--- src/rtl/opdec_pkg.sv ---
package opdec_pkg;
  typedef enum logic [3:0] {
    ST_IDLE, ST_B0, ST_LA, ST_LB, ST_IX, ST_IH, ST_IL, ST_CHK, ST_VH, ST_VL, ST_DONE
  } opdec_state_e;

  typedef struct packed {
    logic       long_f;
    logic       vid;
    logic       ind;
    logic       idx;
    logic [3:0] nib;
    logic [6:0] off;
  } opdec_spec_t;

  localparam logic [1:0] TRAP_NONE  = 2'd0;
  localparam logic [1:0] TRAP_MAGIC = 2'd1;
  localparam logic [1:0] TRAP_VID   = 2'd2;
  localparam logic [1:0] TRAP_IND   = 2'd3;
endpackage

--- src/rtl/opdec_spec_decode.sv ---
module opdec_spec_decode
  import opdec_pkg::*;
(
  input  logic [7:0]  byte_i,
  output opdec_spec_t spec_o
);
  always_comb begin
    spec_o.long_f = byte_i[7];
    // flags only meaningful in long form
    spec_o.vid    = byte_i[7] & byte_i[6];
    spec_o.ind    = byte_i[7] & byte_i[5];
    spec_o.idx    = byte_i[7] & byte_i[4];
    spec_o.nib    = byte_i[3:0];
    spec_o.off    = byte_i[6:0];
  end
endmodule

--- src/rtl/opdec_trap_sel.sv ---
module opdec_trap_sel
  import opdec_pkg::*;
#(
  parameter int unsigned AW = 16,
  parameter logic [AW-1:0] MAGIC = 16'h837D
) (
  input  logic          ind_i,
  input  logic          vid_i,
  input  logic [AW-1:0] ea_i,
  output logic [1:0]    code_o
);
  always_comb begin
    if (ind_i)              code_o = TRAP_IND;
    else if (vid_i)         code_o = TRAP_VID;
    else if (ea_i == MAGIC) code_o = TRAP_MAGIC;
    else                    code_o = TRAP_NONE;
  end
endmodule

--- src/rtl/operand_decoder.sv ---
module operand_decoder
  import opdec_pkg::*;
#(
  parameter int unsigned AW = 16,
  parameter int unsigned SP_AW = 8,
  parameter logic [AW-1:0] SP_BASE = 16'h8300,
  parameter logic [AW-1:0] MAGIC = 16'h837D
) (
  input  logic             clk_i,
  input  logic             rst_ni,
  input  logic             start_i,
  input  logic             word_i,
  input  logic [AW-1:0]    code_base_i,
  output logic             code_req_o,
  output logic [AW-1:0]    code_addr_o,
  input  logic             code_ack_i,
  input  logic [7:0]       code_data_i,
  output logic             sp_req_o,
  output logic [SP_AW-1:0] sp_addr_o,
  input  logic             sp_ack_i,
  input  logic [7:0]       sp_data_i,
  output logic             done_o,
  output logic [1:0]       trap_o,
  output logic [AW-1:0]    addr_o,
  output logic [15:0]      value_o
);
  localparam logic [3:0] LONG_ESC = 4'hF;
  localparam int unsigned PAD12 = AW - 12;
  localparam int unsigned PAD16 = AW - 16;

  opdec_state_e     state_q;
  opdec_spec_t      spec_q, spec_c;
  logic [AW-1:0]    ptr_q, ea_q;
  logic [15:0]      val_q;
  logic [7:0]       hi_q;
  logic [SP_AW-1:0] ix_q;
  logic             wide_q;
  logic [1:0]       trap_q, trap_c;

  opdec_spec_decode u_spec (
    .byte_i (code_data_i),
    .spec_o (spec_c)
  );

  opdec_trap_sel #(.AW(AW), .MAGIC(MAGIC)) u_trap (
    .ind_i  (spec_q.ind),
    .vid_i  (spec_q.vid),
    .ea_i   (ea_q),
    .code_o (trap_c)
  );

  always_comb begin
    code_req_o = (state_q == ST_B0) || (state_q == ST_LA) ||
                 (state_q == ST_LB) || (state_q == ST_IX);
    sp_req_o   = (state_q == ST_IH) || (state_q == ST_IL) ||
                 (state_q == ST_VH) || (state_q == ST_VL);
    code_addr_o = ptr_q;
    unique case (state_q)
      ST_IH:   sp_addr_o = ix_q;
      ST_IL:   sp_addr_o = ix_q + SP_AW'(1);
      ST_VL:   sp_addr_o = ea_q[SP_AW-1:0] + SP_AW'(wide_q);
      default: sp_addr_o = ea_q[SP_AW-1:0];
    endcase
  end

  assign done_o  = (state_q == ST_DONE);
  assign trap_o  = done_o ? trap_q : TRAP_NONE;
  assign addr_o  = ea_q;
  assign value_o = val_q;

  always_ff @(posedge clk_i or negedge rst_ni) begin
    if (!rst_ni) begin
      state_q <= ST_IDLE;
      spec_q  <= '0;
      ptr_q   <= '0;
      ea_q    <= '0;
      val_q   <= '0;
      hi_q    <= '0;
      ix_q    <= '0;
      wide_q  <= 1'b0;
      trap_q  <= TRAP_NONE;
    end else begin
      unique case (state_q)
        ST_IDLE: if (start_i) begin
          ptr_q   <= code_base_i;
          wide_q  <= word_i;
          val_q   <= '0;
          trap_q  <= TRAP_NONE;
          spec_q  <= '0;
          state_q <= ST_B0;
        end
        ST_B0: if (code_ack_i) begin
          ptr_q  <= ptr_q + AW'(1);
          spec_q <= spec_c;
          if (!spec_c.long_f) begin
            ea_q    <= SP_BASE + AW'(spec_c.off);
            state_q <= ST_CHK;
          end else begin
            state_q <= ST_LA;
          end
        end
        ST_LA: if (code_ack_i) begin
          ptr_q <= ptr_q + AW'(1);
          if (spec_q.nib == LONG_ESC) begin
            hi_q    <= code_data_i;
            state_q <= ST_LB;
          end else begin
            ea_q    <= SP_BASE + {{PAD12{1'b0}}, spec_q.nib, code_data_i};
            state_q <= spec_q.idx ? ST_IX : ST_CHK;
          end
        end
        ST_LB: if (code_ack_i) begin
          ptr_q   <= ptr_q + AW'(1);
          ea_q    <= SP_BASE + {{PAD16{1'b0}}, hi_q, code_data_i};
          state_q <= spec_q.idx ? ST_IX : ST_CHK;
        end
        ST_IX: if (code_ack_i) begin
          ptr_q   <= ptr_q + AW'(1);
          ix_q    <= code_data_i[SP_AW-1:0];
          state_q <= ST_IH;
        end
        ST_IH: if (sp_ack_i) begin
          hi_q    <= sp_data_i;
          state_q <= ST_IL;
        end
        ST_IL: if (sp_ack_i) begin
          ea_q    <= ea_q + {{PAD16{1'b0}}, hi_q, sp_data_i};
          state_q <= ST_CHK;
        end
        ST_CHK: begin
          trap_q <= trap_c;
          if (trap_c != TRAP_NONE) state_q <= ST_DONE;
          else                     state_q <= wide_q ? ST_VH : ST_VL;
        end
        ST_VH: if (sp_ack_i) begin
          val_q[15:8] <= sp_data_i;
          state_q     <= ST_VL;
        end
        ST_VL: if (sp_ack_i) begin
          val_q[7:0] <= sp_data_i;
          state_q    <= ST_DONE;
        end
        ST_DONE: state_q <= ST_IDLE;
        default: state_q <= ST_IDLE;
      endcase
    end
  end
endmodule

--- config.mk ---
export PLATFORM = sky130hd
export DESIGN_NAME = operand_decoder
export DESIGN_NICKNAME = d
export VERILOG_FILES = /design/src/rtl/opdec_pkg.sv /design/src/rtl/opdec_spec_decode.sv /design/src/rtl/opdec_trap_sel.sv /design/src/rtl/operand_decoder.sv
export SDC_FILE = /design/constraint.sdc
export NUM_CORES = 1
export LEC_CHECK = 0
export ABC_CLOCK_PERIOD_IN_PS = 5200
export BUFFER_PORTS_ARGS = -buffer_cell sky130_fd_sc_hd__buf_2
export CORE_ASPECT_RATIO = 1.4
export CORE_MARGIN = 2
export CORE_UTILIZATION = 39
export DETAILED_ROUTE_END_ITERATION = 10
export GPL_ROUTABILITY_DRIVEN = 0
export PLACE_DENSITY = 0.57
export SYNTH_ARGS = -nofsm -noshare
export SYNTH_HDL_FRONTEND = slang
export SYNTH_SLANG_ARGS = --single-unit
export TNS_END_PERCENT = 20
--- constraint.sdc ---
create_clock -name clk_i -period 5.2 [get_ports clk_i]
set_input_delay 1.04 -clock clk_i [delete_from_list [all_inputs] [get_ports clk_i]]
set_output_delay 1.04 -clock clk_i [all_outputs]
set_load 0.02 [all_outputs]
==> impl_metrics.ini <==
[route]
drc = 0
wl_um = 17100
vias_per_cell = 5.71
top_layer = met4
met2WireLength_um = 8660
firstDrtPassIters = 6
routedWlPerCell_um = 18.3
ant_nets = 0
wl_met1_um = 6930
num_vias = 5314
drt-initial-drc-count = 356
wl_met3_um = 894

[timing]
setup_violations = 0
rsz0062_at_grt = false
fin_ws_ns = 1.13
hold_viol = 0
relSlewSlack_pct = 28.2
max_slew.worst_pin.slew_ns = 1.08
fin_setup_tns_ns = 0
final.period_utilization_pct = 78.2
skew_ns = 0.0109
fmax_mhz = 246
period_minus_slack_ns = 4.07
holdWs_ns = 0.474
maxSlewViolCount = 0

[placement]
post-place-ws_ns = 1.59
hpwlAfterDp_um = 12500
io_buffers = 98

[clock_tree]
cts_buffers = 9
clk_path_buf_depth = 2
post_cts_buffers = 0
post_cts_resized = 0
cts_tree = built
htreeDepth = 3
cts_sinks = 78
cts-hold-fix-buffers = 0
clk_latency_ns = 0.35
clk_pin_slew_ns = 0.07
cts_root_buf = clkbuf_16

[finish]
fin_nets = 805
drive_gt1_share_pct = 18.3
antenna_cells = 0
finalCoreUtilization_pct = 46.9
area_growth_pct = 17.4

[logic_synthesis]
yosys_warnings = 0
synth_ff_type = dfrtp_1
ys_ff_latch = 78
syn-num-nets = 723
syn_area_per_cell_um2 = 8.07
synthArstFlopShare_pct = 100
ys_seq_area_share_pct = 36.5
synth_edf_count = 0
ys_types = 58
syn_area_um2 = 5340
synth_cells = 662

[die]
start_util_pct = 39.9
fp.dieH_um = 143
coreArea_um2 = 13400
die_area_um2 = 14700
fp.dieW_um = 103
rows = 50
io_pins = 99

[power_and_ir_drop]
total_power_mw = 4.41
cellLeakagePower_nw = 2.73
powerDensity_nw_per_um2 = 703
peakVddDrop_uv = 292

[setup_path]
arrival_ns = 3.03
path_class = register to output pin
required_ns = 4.16
start_kind = register
end_kind = output pin
cp_max_fo = 25
path_cells = nor2b_1 -> nand2_1 -> or4_1 -> nand4_1 -> buf_2
cp_slowest_cell = dfrtp_1
critPathMaxStageDelay_ns = 0.80

[hold_path]
min_path_type = register to register

[global_route]
track_usage_pct = 23.4
grt_max_degree = 79
overflow = 0
antenna_found_initial = 0
grt_pass1_wl_um = 26200
grt_pass1_vias = 5018

[outcome]
status = finished, final reports clean

[job]
cap_violations = 0
==> power by group <==
group / internal [mW] / switching, mW
sequential: 0.849 / 0.425
combinational: 0.931 / 1.54
clock: 0.379 / 0.284
==> worst max-delay path: cells and delay by family, from the launching register on <==
family	cells	cell delay, ns
DFF	1	0.80
buffers and inverters	1	0.18
and+or+nand+nor	4	1.68
==> per-stage QoR <==
step	instances	instance area, µm²
after global routing	931	6270
after CTS	931	6270
final	931	6270
after global placement	915	5970
after floorplan	662	5340
after detailed placement	915	5970
==> final cells by class <==
cell class / count / area (µm²)
Multi-Input combinational cell: 536 / 3200
Timing Repair Buffer: 103 / 531
Sequential cell: 78 / 1950
Clock buffer: 9 / 225
Inverter: 16 / 60.1
Tap cell: 182 / 228
Fill cell: 1381 / 7110
Clock inverter: 7 / 80.1
==> layer usage <==
layer | global-route usage (%) | vias up
met1 | 28.7 | 2527
li1 | - | 2568
met5 | 0 | -
met3 | 2.90 | 40
met4 | 9.90 | 0
met2 | 40.6 | 179
==> Yosys cell counts, types with 12 or more instances <==
master,instances,area share (%)
o21ai_0,79,7.4
mux2i_1,14,2.6
nand3_1,28,2.6
nor3_1,15,1.4
ha_1,22,5.2
xor2_1,12,2.0
nor2_1,48,3.4
nor2b_1,12,1.4
dfrtp_1,78,37
a21oi_1,69,6.5
nand2_1,101,7.1
clkbuf_1,18,1.3
inv_1,16,1.1
==> cell usage in the layout (no fill, tap or decap), types with 3 or more instances in the layout <==
cell type	count
nor2_1	47
nand2b_1	6
o211ai_1	6
mux2_2	10
or3_1	7
o21ai_1	3
xnor2_1	6
mux2i_1	14
a21oi_1	69
a211oi_1	5
nand2_1	101
nand4_1	6
nand3b_1	3
buf_2	97
a31oi_1	10
nor3_2	3
and4_1	5
o21a_1	3
nor3b_1	3
nor2b_1	12
and3_1	11
nor3_1	14
a22oi_1	3
xor2_1	12
o2111ai_1	3
nand3_1	28
inv_1	16
o22ai_1	10
buf_4	6
dfrtp_1	78
o21ai_0	79
ha_1	22
clkbuf_16	9
==> kinds of logic after synthesis <==
family	Yosys count	synth area share [%]
and+or+nand+nor	259	23.4
AOI/OAI and AO/OA	212	23.1
buffers and inverters	48	3.77
adders and majority gates	23	5.53
DFF	78	36.5
muxes	24	4.73
xor gates and xnor gates	18	2.95
==> state kept, by name, summed over array words and instances (netlist names) <==
register / count
hi_q: 8
code_addr_o: 16
ix_q: 8
addr_o: 16
trap_q: 2
spec_q: 7
value_o: 16
state_q: 4
wide_q: 1
==> final timing paths <==
check,start,to,slack (ns),cells past startpoint
max in group asynchronous,rst_ni,spec_q[7]$_DFFE_PN0P_,3.68,1
setup / recovery,state_q[1]$_DFFE_PN0P_,sp_addr_o[5],1.13,5
min in group asynchronous,rst_ni,value_o[5]$_DFFE_PN0P_,0.87,1
hold reg to reg,value_o[1]$_DFFE_PN0P_,value_o[1]$_DFFE_PN0P_,0.47,2
hold / removal,value_o[1]$_DFFE_PN0P_,value_o[1]$_DFFE_PN0P_,0.47,2
setup reg to reg,state_q[3]$_DFFE_PN0P_,hi_q[4]$_DFFE_PN0P_,2.50,5
No activity file was read; power rests on OpenSTA's default activity.
